===== config.mk =====
export PLATFORM = sky130hd
export DESIGN_NAME = vjtag_hub
export DESIGN_NICKNAME = d
export VERILOG_FILES = /design/src/rtl/vjh_pkg.sv /design/src/rtl/vjh_tap_tracker.sv /design/src/rtl/vjh_ir_reg.sv /design/src/rtl/vjh_vir_reg.sv /design/src/rtl/vjtag_hub.sv
export SDC_FILE = /design/constraint.sdc
export NUM_CORES = 1
export LEC_CHECK = 0
export ABC_AREA = 1
export ABC_CLOCK_PERIOD_IN_PS = 4900
export BUFFER_PORTS_ARGS = -buffer_cell sky130_fd_sc_hd__buf_2
export CAP_MARGIN = 20
export CORE_ASPECT_RATIO = 0.9
export CORE_MARGIN = 8
export CORE_UTILIZATION = 50
export DETAILED_ROUTE_END_ITERATION = 10
export GPL_ROUTABILITY_DRIVEN = 1
export HOLD_SLACK_MARGIN = 0.06
export PLACE_DENSITY = 0.72
export SYNTH_ARGS = -nofsm -noshare
export SYNTH_HDL_FRONTEND = slang
export SYNTH_HIERARCHICAL = 1
export SYNTH_SLANG_ARGS = --single-unit

===== constraint.sdc =====
create_clock -name tck -period 4.9 [get_ports tck]
set_clock_uncertainty 0.15 [all_clocks]
set_input_delay 0.98 -clock tck [delete_from_list [all_inputs] [get_ports tck]]
set_output_delay 0.98 -clock tck [all_outputs]
set_load 0.05 [all_outputs]

===== src/rtl/vjh_pkg.sv =====
package vjh_pkg;
    localparam int IR_W = 10;
    localparam logic [IR_W-1:0] CODE_VINSTR = 10'h00E;
    localparam logic [IR_W-1:0] CODE_VDATA  = 10'h00C;

    typedef enum logic [3:0] {
        TS_RESET, TS_IDLE,
        TS_SEL_DR, TS_CAP_DR, TS_SHF_DR, TS_EX1_DR, TS_PAU_DR, TS_EX2_DR, TS_UPD_DR,
        TS_SEL_IR, TS_CAP_IR, TS_SHF_IR, TS_EX1_IR, TS_PAU_IR, TS_EX2_IR, TS_UPD_IR
    } tap_state_t;
endpackage


===== src/rtl/vjh_tap_tracker.sv =====
module vjh_tap_tracker
    import vjh_pkg::*;
(
    input  logic       tck,
    input  logic       rst_n,
    input  logic       tms,
    output tap_state_t state
);
    typedef struct packed { tap_state_t st; } trk_t;
    trk_t r_d, r_q;

    always_comb begin
        r_d = r_q;
        unique case (r_q.st)
            TS_RESET:  r_d.st = tms ? TS_RESET  : TS_IDLE;
            TS_IDLE:   r_d.st = tms ? TS_SEL_DR : TS_IDLE;
            TS_SEL_DR: r_d.st = tms ? TS_SEL_IR : TS_CAP_DR;
            TS_CAP_DR: r_d.st = tms ? TS_EX1_DR : TS_SHF_DR;
            TS_SHF_DR: r_d.st = tms ? TS_EX1_DR : TS_SHF_DR;
            TS_EX1_DR: r_d.st = tms ? TS_UPD_DR : TS_PAU_DR;
            TS_PAU_DR: r_d.st = tms ? TS_EX2_DR : TS_PAU_DR;
            TS_EX2_DR: r_d.st = tms ? TS_UPD_DR : TS_SHF_DR;
            TS_UPD_DR: r_d.st = tms ? TS_SEL_DR : TS_IDLE;
            TS_SEL_IR: r_d.st = tms ? TS_RESET  : TS_CAP_IR;
            TS_CAP_IR: r_d.st = tms ? TS_EX1_IR : TS_SHF_IR;
            TS_SHF_IR: r_d.st = tms ? TS_EX1_IR : TS_SHF_IR;
            TS_EX1_IR: r_d.st = tms ? TS_UPD_IR : TS_PAU_IR;
            TS_PAU_IR: r_d.st = tms ? TS_EX2_IR : TS_PAU_IR;
            TS_EX2_IR: r_d.st = tms ? TS_UPD_IR : TS_SHF_IR;
            TS_UPD_IR: r_d.st = tms ? TS_SEL_DR : TS_IDLE;
            default:   r_d.st = TS_RESET;
        endcase
    end

    always_ff @(posedge tck or negedge rst_n) begin
        if (!rst_n) r_q <= '{st: TS_RESET};
        else        r_q <= r_d;
    end

    assign state = r_q.st;
endmodule


===== src/rtl/vjh_ir_reg.sv =====
module vjh_ir_reg
    import vjh_pkg::*;
(
    input  logic            tck,
    input  logic            rst_n,
    input  tap_state_t      state,
    input  logic            tdi,
    output logic [IR_W-1:0] ir_code,
    output logic            ir_lsb
);
    typedef struct packed {
        logic [IR_W-1:0] sh;
        logic [IR_W-1:0] code;
    } ir_t;
    ir_t r_d, r_q;

    always_comb begin
        r_d = r_q;
        unique case (state)
            TS_RESET:  r_d.code = '1;
            TS_CAP_IR: r_d.sh   = IR_W'(1);
            TS_SHF_IR: r_d.sh   = {tdi, r_q.sh[IR_W-1:1]};
            TS_UPD_IR: r_d.code = r_q.sh;
            default:   ;
        endcase
    end

    always_ff @(posedge tck or negedge rst_n) begin
        if (!rst_n) r_q <= '{sh: '0, code: '1};
        else        r_q <= r_d;
    end

    assign ir_code = r_q.code;
    assign ir_lsb  = r_q.sh[0];
endmodule


===== src/rtl/vjh_vir_reg.sv =====
module vjh_vir_reg
    import vjh_pkg::*;
#(
    parameter int ADDR_W = 3,
    parameter int VIR_W  = 4
) (
    input  logic              tck,
    input  logic              rst_n,
    input  tap_state_t        state,
    input  logic              sel,
    input  logic              tdi,
    output logic [ADDR_W-1:0] addr,
    output logic [VIR_W-1:0]  vir,
    output logic [ADDR_W-1:0] next_addr,
    output logic              sh_lsb
);
    localparam int WORD_W = ADDR_W + VIR_W;

    typedef struct packed {
        logic [WORD_W-1:0] sh;
        logic [ADDR_W-1:0] addr;
        logic [VIR_W-1:0]  vir;
    } vr_t;
    vr_t r_d, r_q;

    always_comb begin
        r_d = r_q;
        if (state == TS_RESET) begin
            r_d.addr = '0;
            r_d.vir  = '0;
        end else if (sel) begin
            unique case (state)
                TS_CAP_DR: r_d.sh = {r_q.addr, r_q.vir};
                TS_SHF_DR: r_d.sh = {tdi, r_q.sh[WORD_W-1:1]};
                TS_UPD_DR: begin
                    r_d.addr = r_q.sh[WORD_W-1:VIR_W];
                    r_d.vir  = r_q.sh[VIR_W-1:0];
                end
                default: ;
            endcase
        end
    end

    always_ff @(posedge tck or negedge rst_n) begin
        if (!rst_n) r_q <= '0;
        else        r_q <= r_d;
    end

    assign addr      = r_q.addr;
    assign vir       = r_q.vir;
    assign next_addr = r_q.sh[WORD_W-1:VIR_W];
    assign sh_lsb    = r_q.sh[0];
endmodule


===== src/rtl/vjtag_hub.sv =====
module vjtag_hub
    import vjh_pkg::*;
#(
    parameter int NODES = 4,
    parameter int VIR_W = 4
) (
    input  logic             tck,
    input  logic             rst_n,
    input  logic             tms,
    input  logic             tdi,
    input  logic [NODES-1:0] node_tdo,
    output logic             tdo,
    output logic [VIR_W-1:0] vir_out,
    output logic [NODES-1:0] node_en,
    output logic [NODES-1:0] node_cdr,
    output logic [NODES-1:0] node_sdr,
    output logic [NODES-1:0] node_e1dr,
    output logic [NODES-1:0] node_pdr,
    output logic [NODES-1:0] node_e2dr,
    output logic [NODES-1:0] node_udr,
    output logic [NODES-1:0] node_cir,
    output logic [NODES-1:0] node_uir
);
    localparam int ADDR_W = $clog2(NODES + 1);

    tap_state_t        tap_state;
    logic [IR_W-1:0]   ir_code;
    logic              ir_lsb;
    logic [ADDR_W-1:0] cur_addr;
    logic [ADDR_W-1:0] new_addr;
    logic              vir_lsb;
    logic              is_vinstr;
    logic              is_vdata;
    logic [NODES-1:0]  new_hit;
    logic              node_bit;
    logic              node_ok;
    logic              byp_d, byp_q;
    logic              tdo_d, tdo_q;

    assign is_vinstr = (ir_code == CODE_VINSTR);
    assign is_vdata  = (ir_code == CODE_VDATA);

    vjh_tap_tracker u_tap (
        .tck(tck), .rst_n(rst_n), .tms(tms), .state(tap_state)
    );

    vjh_ir_reg u_ir (
        .tck(tck), .rst_n(rst_n), .state(tap_state), .tdi(tdi),
        .ir_code(ir_code), .ir_lsb(ir_lsb)
    );

    vjh_vir_reg #(.ADDR_W(ADDR_W), .VIR_W(VIR_W)) u_vir (
        .tck(tck), .rst_n(rst_n), .state(tap_state), .sel(is_vinstr), .tdi(tdi),
        .addr(cur_addr), .vir(vir_out), .next_addr(new_addr), .sh_lsb(vir_lsb)
    );

    for (genvar g = 0; g < NODES; g++) begin : g_node
        assign node_en[g]   = (cur_addr == ADDR_W'(g + 1));
        assign new_hit[g]   = (new_addr == ADDR_W'(g + 1));
        assign node_cdr[g]  = node_en[g] && is_vdata && (tap_state == TS_CAP_DR);
        assign node_sdr[g]  = node_en[g] && is_vdata && (tap_state == TS_SHF_DR);
        assign node_e1dr[g] = node_en[g] && is_vdata && (tap_state == TS_EX1_DR);
        assign node_pdr[g]  = node_en[g] && is_vdata && (tap_state == TS_PAU_DR);
        assign node_e2dr[g] = node_en[g] && is_vdata && (tap_state == TS_EX2_DR);
        assign node_udr[g]  = node_en[g] && is_vdata && (tap_state == TS_UPD_DR);
        assign node_cir[g]  = node_en[g] && is_vinstr && (tap_state == TS_CAP_DR);
        assign node_uir[g]  = new_hit[g] && is_vinstr && (tap_state == TS_UPD_DR);
    end

    assign node_bit = |(node_tdo & node_en);
    assign node_ok  = |node_en;

    always_comb begin
        byp_d = byp_q;
        if (tap_state == TS_CAP_DR)      byp_d = 1'b0;
        else if (tap_state == TS_SHF_DR) byp_d = tdi;

        tdo_d = byp_q;
        if (tap_state == TS_SHF_IR)                             tdo_d = ir_lsb;
        else if (tap_state == TS_SHF_DR && is_vinstr)           tdo_d = vir_lsb;
        else if (tap_state == TS_SHF_DR && is_vdata && node_ok) tdo_d = node_bit;
    end

    always_ff @(posedge tck or negedge rst_n) begin
        if (!rst_n) byp_q <= 1'b0;
        else        byp_q <= byp_d;
    end

    always_ff @(negedge tck or negedge rst_n) begin
        if (!rst_n) tdo_q <= 1'b0;
        else        tdo_q <= tdo_d;
    end

    assign tdo = tdo_q;
endmodule


# Word level (Yosys, flattened, before mapping)
# Cells that the tools add are included.
[totals]
ff_bits = 40
latchBits = 0
ramBits = 0
mem_bits_ro = 0
inputBits = 8
output_inout_bits = 41
elab_cells = 119
mem_count = 0
[op_classes]
add_sub_neg = 0
multipliers = 0
n_div = 0
n_lt_le_gt_ge = 0
eq_ne = 25
shift = 0
mux = 24
bitwise = 2
reduce_logical = 60
[op_table]
columns = ["operator", "n"]
rows = [
  ["4-bit case mux with 12 select lines", 1],
  ["1-bit logical AND", 47],
  ["10-bit case mux with 2 select lines", 2],
  ["4-bit equality test, second input constant", 8],
  ["7-bit 2-to-1 mux", 3],
  ["10-bit by 4-bit equality test with 1-bit output, second input constant", 2],
  ["4-bit by 3-bit equality test with 1-bit output, second input constant", 4],
  ["4-bit 2-to-1 mux", 4],
  ["7-bit case mux with 2 select lines", 1],
  ["3-bit by 2-bit equality test with 1-bit output, second input constant", 4],
  ["2-bit nonzero test", 5],
  ["4-bit by 2-bit equality test with 1-bit output, second input constant", 2],
  ["1-bit 2-to-1 mux", 8],
  ["4-bit OR reduction", 2],
  ["3-bit by 1-bit equality test with 1-bit output, second input constant", 2],
  ["3-bit equality test, second input constant", 2],
  ["2-bit 2-to-1 mux", 3],
  ["3-bit 2-to-1 mux", 2],
  ["4-bit AND", 1],
  ["4-bit by 1-bit equality test with 1-bit output, second input constant", 1],
  ["4-bit logical NOT", 1],
  ["2-bit OR reduction", 2],
  ["3-bit AND reduction", 1],
  ["3-bit OR reduction", 1],
  ["2 further kinds", 2],
]

# Longest topological paths before layout
[depth]
ltp_word = 6
ltp_mapped = 12
mapped_depth_nobuf = 10

# By module
# The synthesis kept the hierarchy.
[by_module_without_submodules]
columns = ["module", "n_inst", "cells_per_inst", "area_per_inst_um2", "seq_area_each_um2"]
rows = [
  ["vjh_ir_reg", 1, 126, 1073.5, 513.0],
  ["vjh_vir_reg", 1, 103, 817.0, 350.3],
  ["vjtag_hub", 1, 121, 556.8, 50.0],
  ["vjh_tap_tracker", 1, 55, 335.3, 100.1],
]

==> results_tabular.tex <==
\begin{tabular}{lr}
\hline
Metric & Value \\
\hline
\multicolumn{2}{l}{\textbf{Drt}} \\
DR WL/cell & 12.41 um \\
Vias per inst & around 5 \\
First drt pass iteration count & 4 \\
Remaining DRCs & 0 \\
Iteration-0 DRC Markers & approximately 150 \\
Residual antenna-violating net count after detailed routing & 0 \\
Final Routed Wirelength & around 6300 um \\
Total number of vias & approximately 2.5k \\
\multicolumn{2}{l}{\textbf{Critical path}} \\
CP Data Required Time & about 3.8 ns \\
Endpoint type of the worst setup path & primary output \\
Cell with the largest stage delay on the worst path & dfrtn\_1 \\
Path depth of the worst reg2reg path & 7 \\
CP Buf/Inv Count & 1 \\
Delay-heaviest family, CP & flip-flops \\
Critical-path maximum fanout & 1 \\
Crit path kind & reg -> out \\
Startpoint Class & flip-flop \\
Crit path arrival time & between 3 and 4 ns \\
Longest individual stage delay on the worst path & roughly 0.38 ns \\
Worst path depth & 1 \\
Cell-by-cell trace of the critical path & buf\_2 \\
\multicolumn{2}{l}{\textbf{Power}} \\
Relative contribution of sequential cells to total power & 37.9\% \\
Worst supply voltage drop on vdd & between 0.0002 and 0.00025 V \\
Switching power total & around 650 uW \\
Proportion of total power due to net switching & roughly 46\% \\
Logic gate share of total power & 44.8\% \\
Cell Int Power & 778.5 uW \\
Power density over the cells & approximately 470 nW/um\^{}2 \\
Clock network power share & about 17\% \\
Leakage power total & between 1.5 and 2 nW \\
\multicolumn{2}{l}{\textbf{Global routing}} \\
Antenna violations before repair & 0 \\
Maximum number of pins on one net before global-route repair & 40 \\
Residual overflow from global routing & 0 \\
Vias in the first global route & $\sim$2.3k \\
First-pass GRT wire length & between 10,000 and 15,000 um \\
Global router's overall resource usage & 15.67\% \\
\multicolumn{2}{l}{\textbf{Floorplanning}} \\
Std-Cell Rows & 25 \\
Full die area & around 8200 sq um \\
I/O Pins & between 40 and 50 \\
Initial Util & a little over half \\
Y dimension of the die & 86.77 um \\
Core region area & 5318 sq um \\
Die Wd & between 90 and 100 um \\
\multicolumn{2}{l}{\textbf{Clock tree}} \\
Number of H-tree branching levels & 2 \\
Cts bufs inserted & 5 \\
Post-cts sizing count & 0 \\
Clock latency reported for the late side of the worst-skew pair & 0.29 ns \\
Clock tree from TritonCTS & yes \\
Deepest clock path buffer count & 2 \\
Post-CTS Setup Repair Bufs & 0 \\
Clock tree root buffer cell & clkbuf\_8 \\
TritonCTS Sinks & 40 \\
Number of buffers added to fix hold violations after cts & 0 \\
Clock input transition at the sequential cells of the worst setup and hold paths & 0.08 ns \\
\multicolumn{2}{l}{\textbf{STA}} \\
Transition time at the pin with the least slew margin & just over 0.6 ns \\
Final-report setup violation count & 0 \\
Unrepaired setup endpoints after global routing & no \\
Hold Vio Cnt, Final & 0 \\
Aggregate negative setup slack & 0 ns \\
Final Max Tran Viols & 0 \\
Relative slew slack & about three fifths \\
\multicolumn{2}{l}{\textbf{Synth}} \\
Summed instance area of the synthesized netlist & approximately 2800 sq um \\
Synthesized net count & around 410 \\
Per-instance average area after synthesis & $\sim$6.9 sq um \\
Cell taking the most area after synthesis & dfrtp\_1 \\
Top cells by area, synth & dfrtp\_1, nand2\_1, dfstp\_2, nor2\_1, buf\_4 \\
Number of library cell types mapped by synthesis & 31 \\
FF+latch count, synth & 40 \\
Count of yosys warnings during synthesis & 6 \\
Top-area cell type share of the netlist area & between 20\% and 30\% \\
Sequential element share of the synthesized area & a little over a third \\
Post-Syn Instances & a little over 400 \\
\multicolumn{2}{l}{\textbf{Final layout}} \\
Relative area change from synthesis to final layout & 9.038\% \\
Number of non-filler instances in the completed layout & 505 \\
Commonest non-fill, non-tap cells in the layout & nand2\_1, nor2\_1, buf\_2 \\
Fraction of final layout cells sized beyond drive strength 1 & between 20\% and 30\% \\
Layout net count & 445 \\
Most common library cell in the layout ignoring fill and taps & nand2\_1 \\
Utilization after layout & 57.06\% \\
FILL cells & 499 \\
Antenna diode instance count & 0 \\
\multicolumn{2}{l}{\textbf{Placement}} \\
Routability congestion estimate & slightly below 0.8 \\
\# placed instances & 497 \\
Detailed placement HPWL & 4764 um \\
Port Buffers & 48 \\
\multicolumn{2}{l}{\textbf{Run status}} \\
Result of the run & complete, no violations \\
\multicolumn{2}{l}{\textbf{Min path}} \\
Min-Delay Path Class & reg -> reg \\
Hold Path Cell Cnt & 2 \\
\multicolumn{2}{l}{\textbf{Flow run}} \\
Number of max-cap violations & 0 \\
\hline
\end{tabular}
## kinds of logic (layout without fill, tap and decap cells)
| logic type | count (synthesis) | after routing | share of synthesized area, % |
|---|---|---|---|
| AOI/OAI and AO/OA | 21 | 21 | 4.856 |
| buffers and inverters | 74 | 107 | 13.76 |
| DFF | 40 | 40 | 36.42 |
| and+or+nand+nor | 270 | 270 | 44.96 |
## routing by layer
metal  routed length [um]  GRT usage (%)  vias to the layer above  share of wire, %
met4                   75          5.807                        0               1.2
li1                     -              -                     1316                 -
met2                 2709          24.05                       76                43
met5                    0              0                        -                 0
met1                 2937          20.80                     1095                47
met3                  546          3.627                        7               8.7
## registers in the layout, indices dropped and copies added (netlist names)
register,cells
u_ir/ir_lsb,1
tdo,1
u_vir/r_q,3
u_ir/ir_code,10
u_vir/addr,3
byp_q,1
u_vir/sh_lsb,1
u_tap/state,4
u_vir/next_addr,3
u_ir/r_q,9
u_vir/vir,4
## final timing paths
path | from | endpoint | slack, ns
worst max-delay path | tdo | tdo | 0.38
min in group asynchronous | rst_n | u_ir/r_q[19] | 0.66
worst max register to register | u_tap/state[2] | tdo | 0.72
worst min-delay path | u_ir/ir_code[2] | u_ir/ir_code[2] | 0.33
max in group asynchronous | rst_n | tdo | 1.79
worst min register to register | u_ir/ir_code[2] | u_ir/ir_code[2] | 0.33
## metrics by stage
| step | total power [mW] | worst slack (ns) | hold slack (ns) | cell area (sq um) |
|---|---|---|---|---|
| 2_1_floorplan | 1.121 | 0.6688 | 0.3052 | 2783 |
| 3_3_place_gp | 1.174 | 0.6042 | 0.3172 | 2929 |
| 3_5_place_dp | 1.190 | 0.5990 | 0.3215 | 2929 |
| 4_1_cts | 1.441 | 0.3726 | 0.3346 | 3034 |
| 5_1_grt | 1.555 | 0.3504 | 0.3506 | 3034 |
| 6_report | 1.430 | 0.3799 | 0.3322 | 3034 |
## cell type report
cell class / count / area [sq um] / share of cell area, %
repair buffers: 51 / 262.8 / 8.660
well taps: 67 / 83.83 / 2.763
inverters: 48 / 182.7 / 6.021
clock inverters: 2 / 11.26 / 0.3711
multi-input cells: 291 / 1386 / 45.69
flip-flops and latches: 40 / 1013 / 33.40
clock buffers: 6 / 93.84 / 3.093
## synth_stat cells
cell	n
nand2_1	145
nor2_1	51
inv_1	36
nand3_1	32
dfrtp_1	29
buf_4	23
inv_2	11
dfstp_2	10
nand3_2	10
o21ai_1	10
nand4_1	8
nand2_2	6
o21ai_2	4
a21oi_1	3
nor2_2	3
nor2_4	3
nor3_1	3
nor3_2	3
buf_6	2
nand3b_1	2
a21oi_4	1
buf_2	1
dfrtn_1	1
inv_4	1
nand2_4	1
nand3_4	1
nor2_8	1
nor4_1	1
o21ai_0	1
o21bai_1	1
o22ai_1	1
## worst reg2reg max path: stages, from the launching register on
cell     delay, ns
dfrtp_1       0.69
nand2_1       0.14
nor2_1        0.22
nand2_1       0.11
nor2_1        0.10
nand2_1       0.06
nand3_1       0.07
a21oi_1       0.06
## power by group through the flow
stage	Clock (mW)	Sequential [mW]	Combinational (mW)
finish	0.248	0.542	0.640
global route	0.271	0.558	0.726
floorplan	0	0.557	0.564
CTS	0.255	0.543	0.642
detailed placement	0	0.550	0.640
global placement	0	0.545	0.630
No activity file was read; power rests on OpenSTA's default activity.
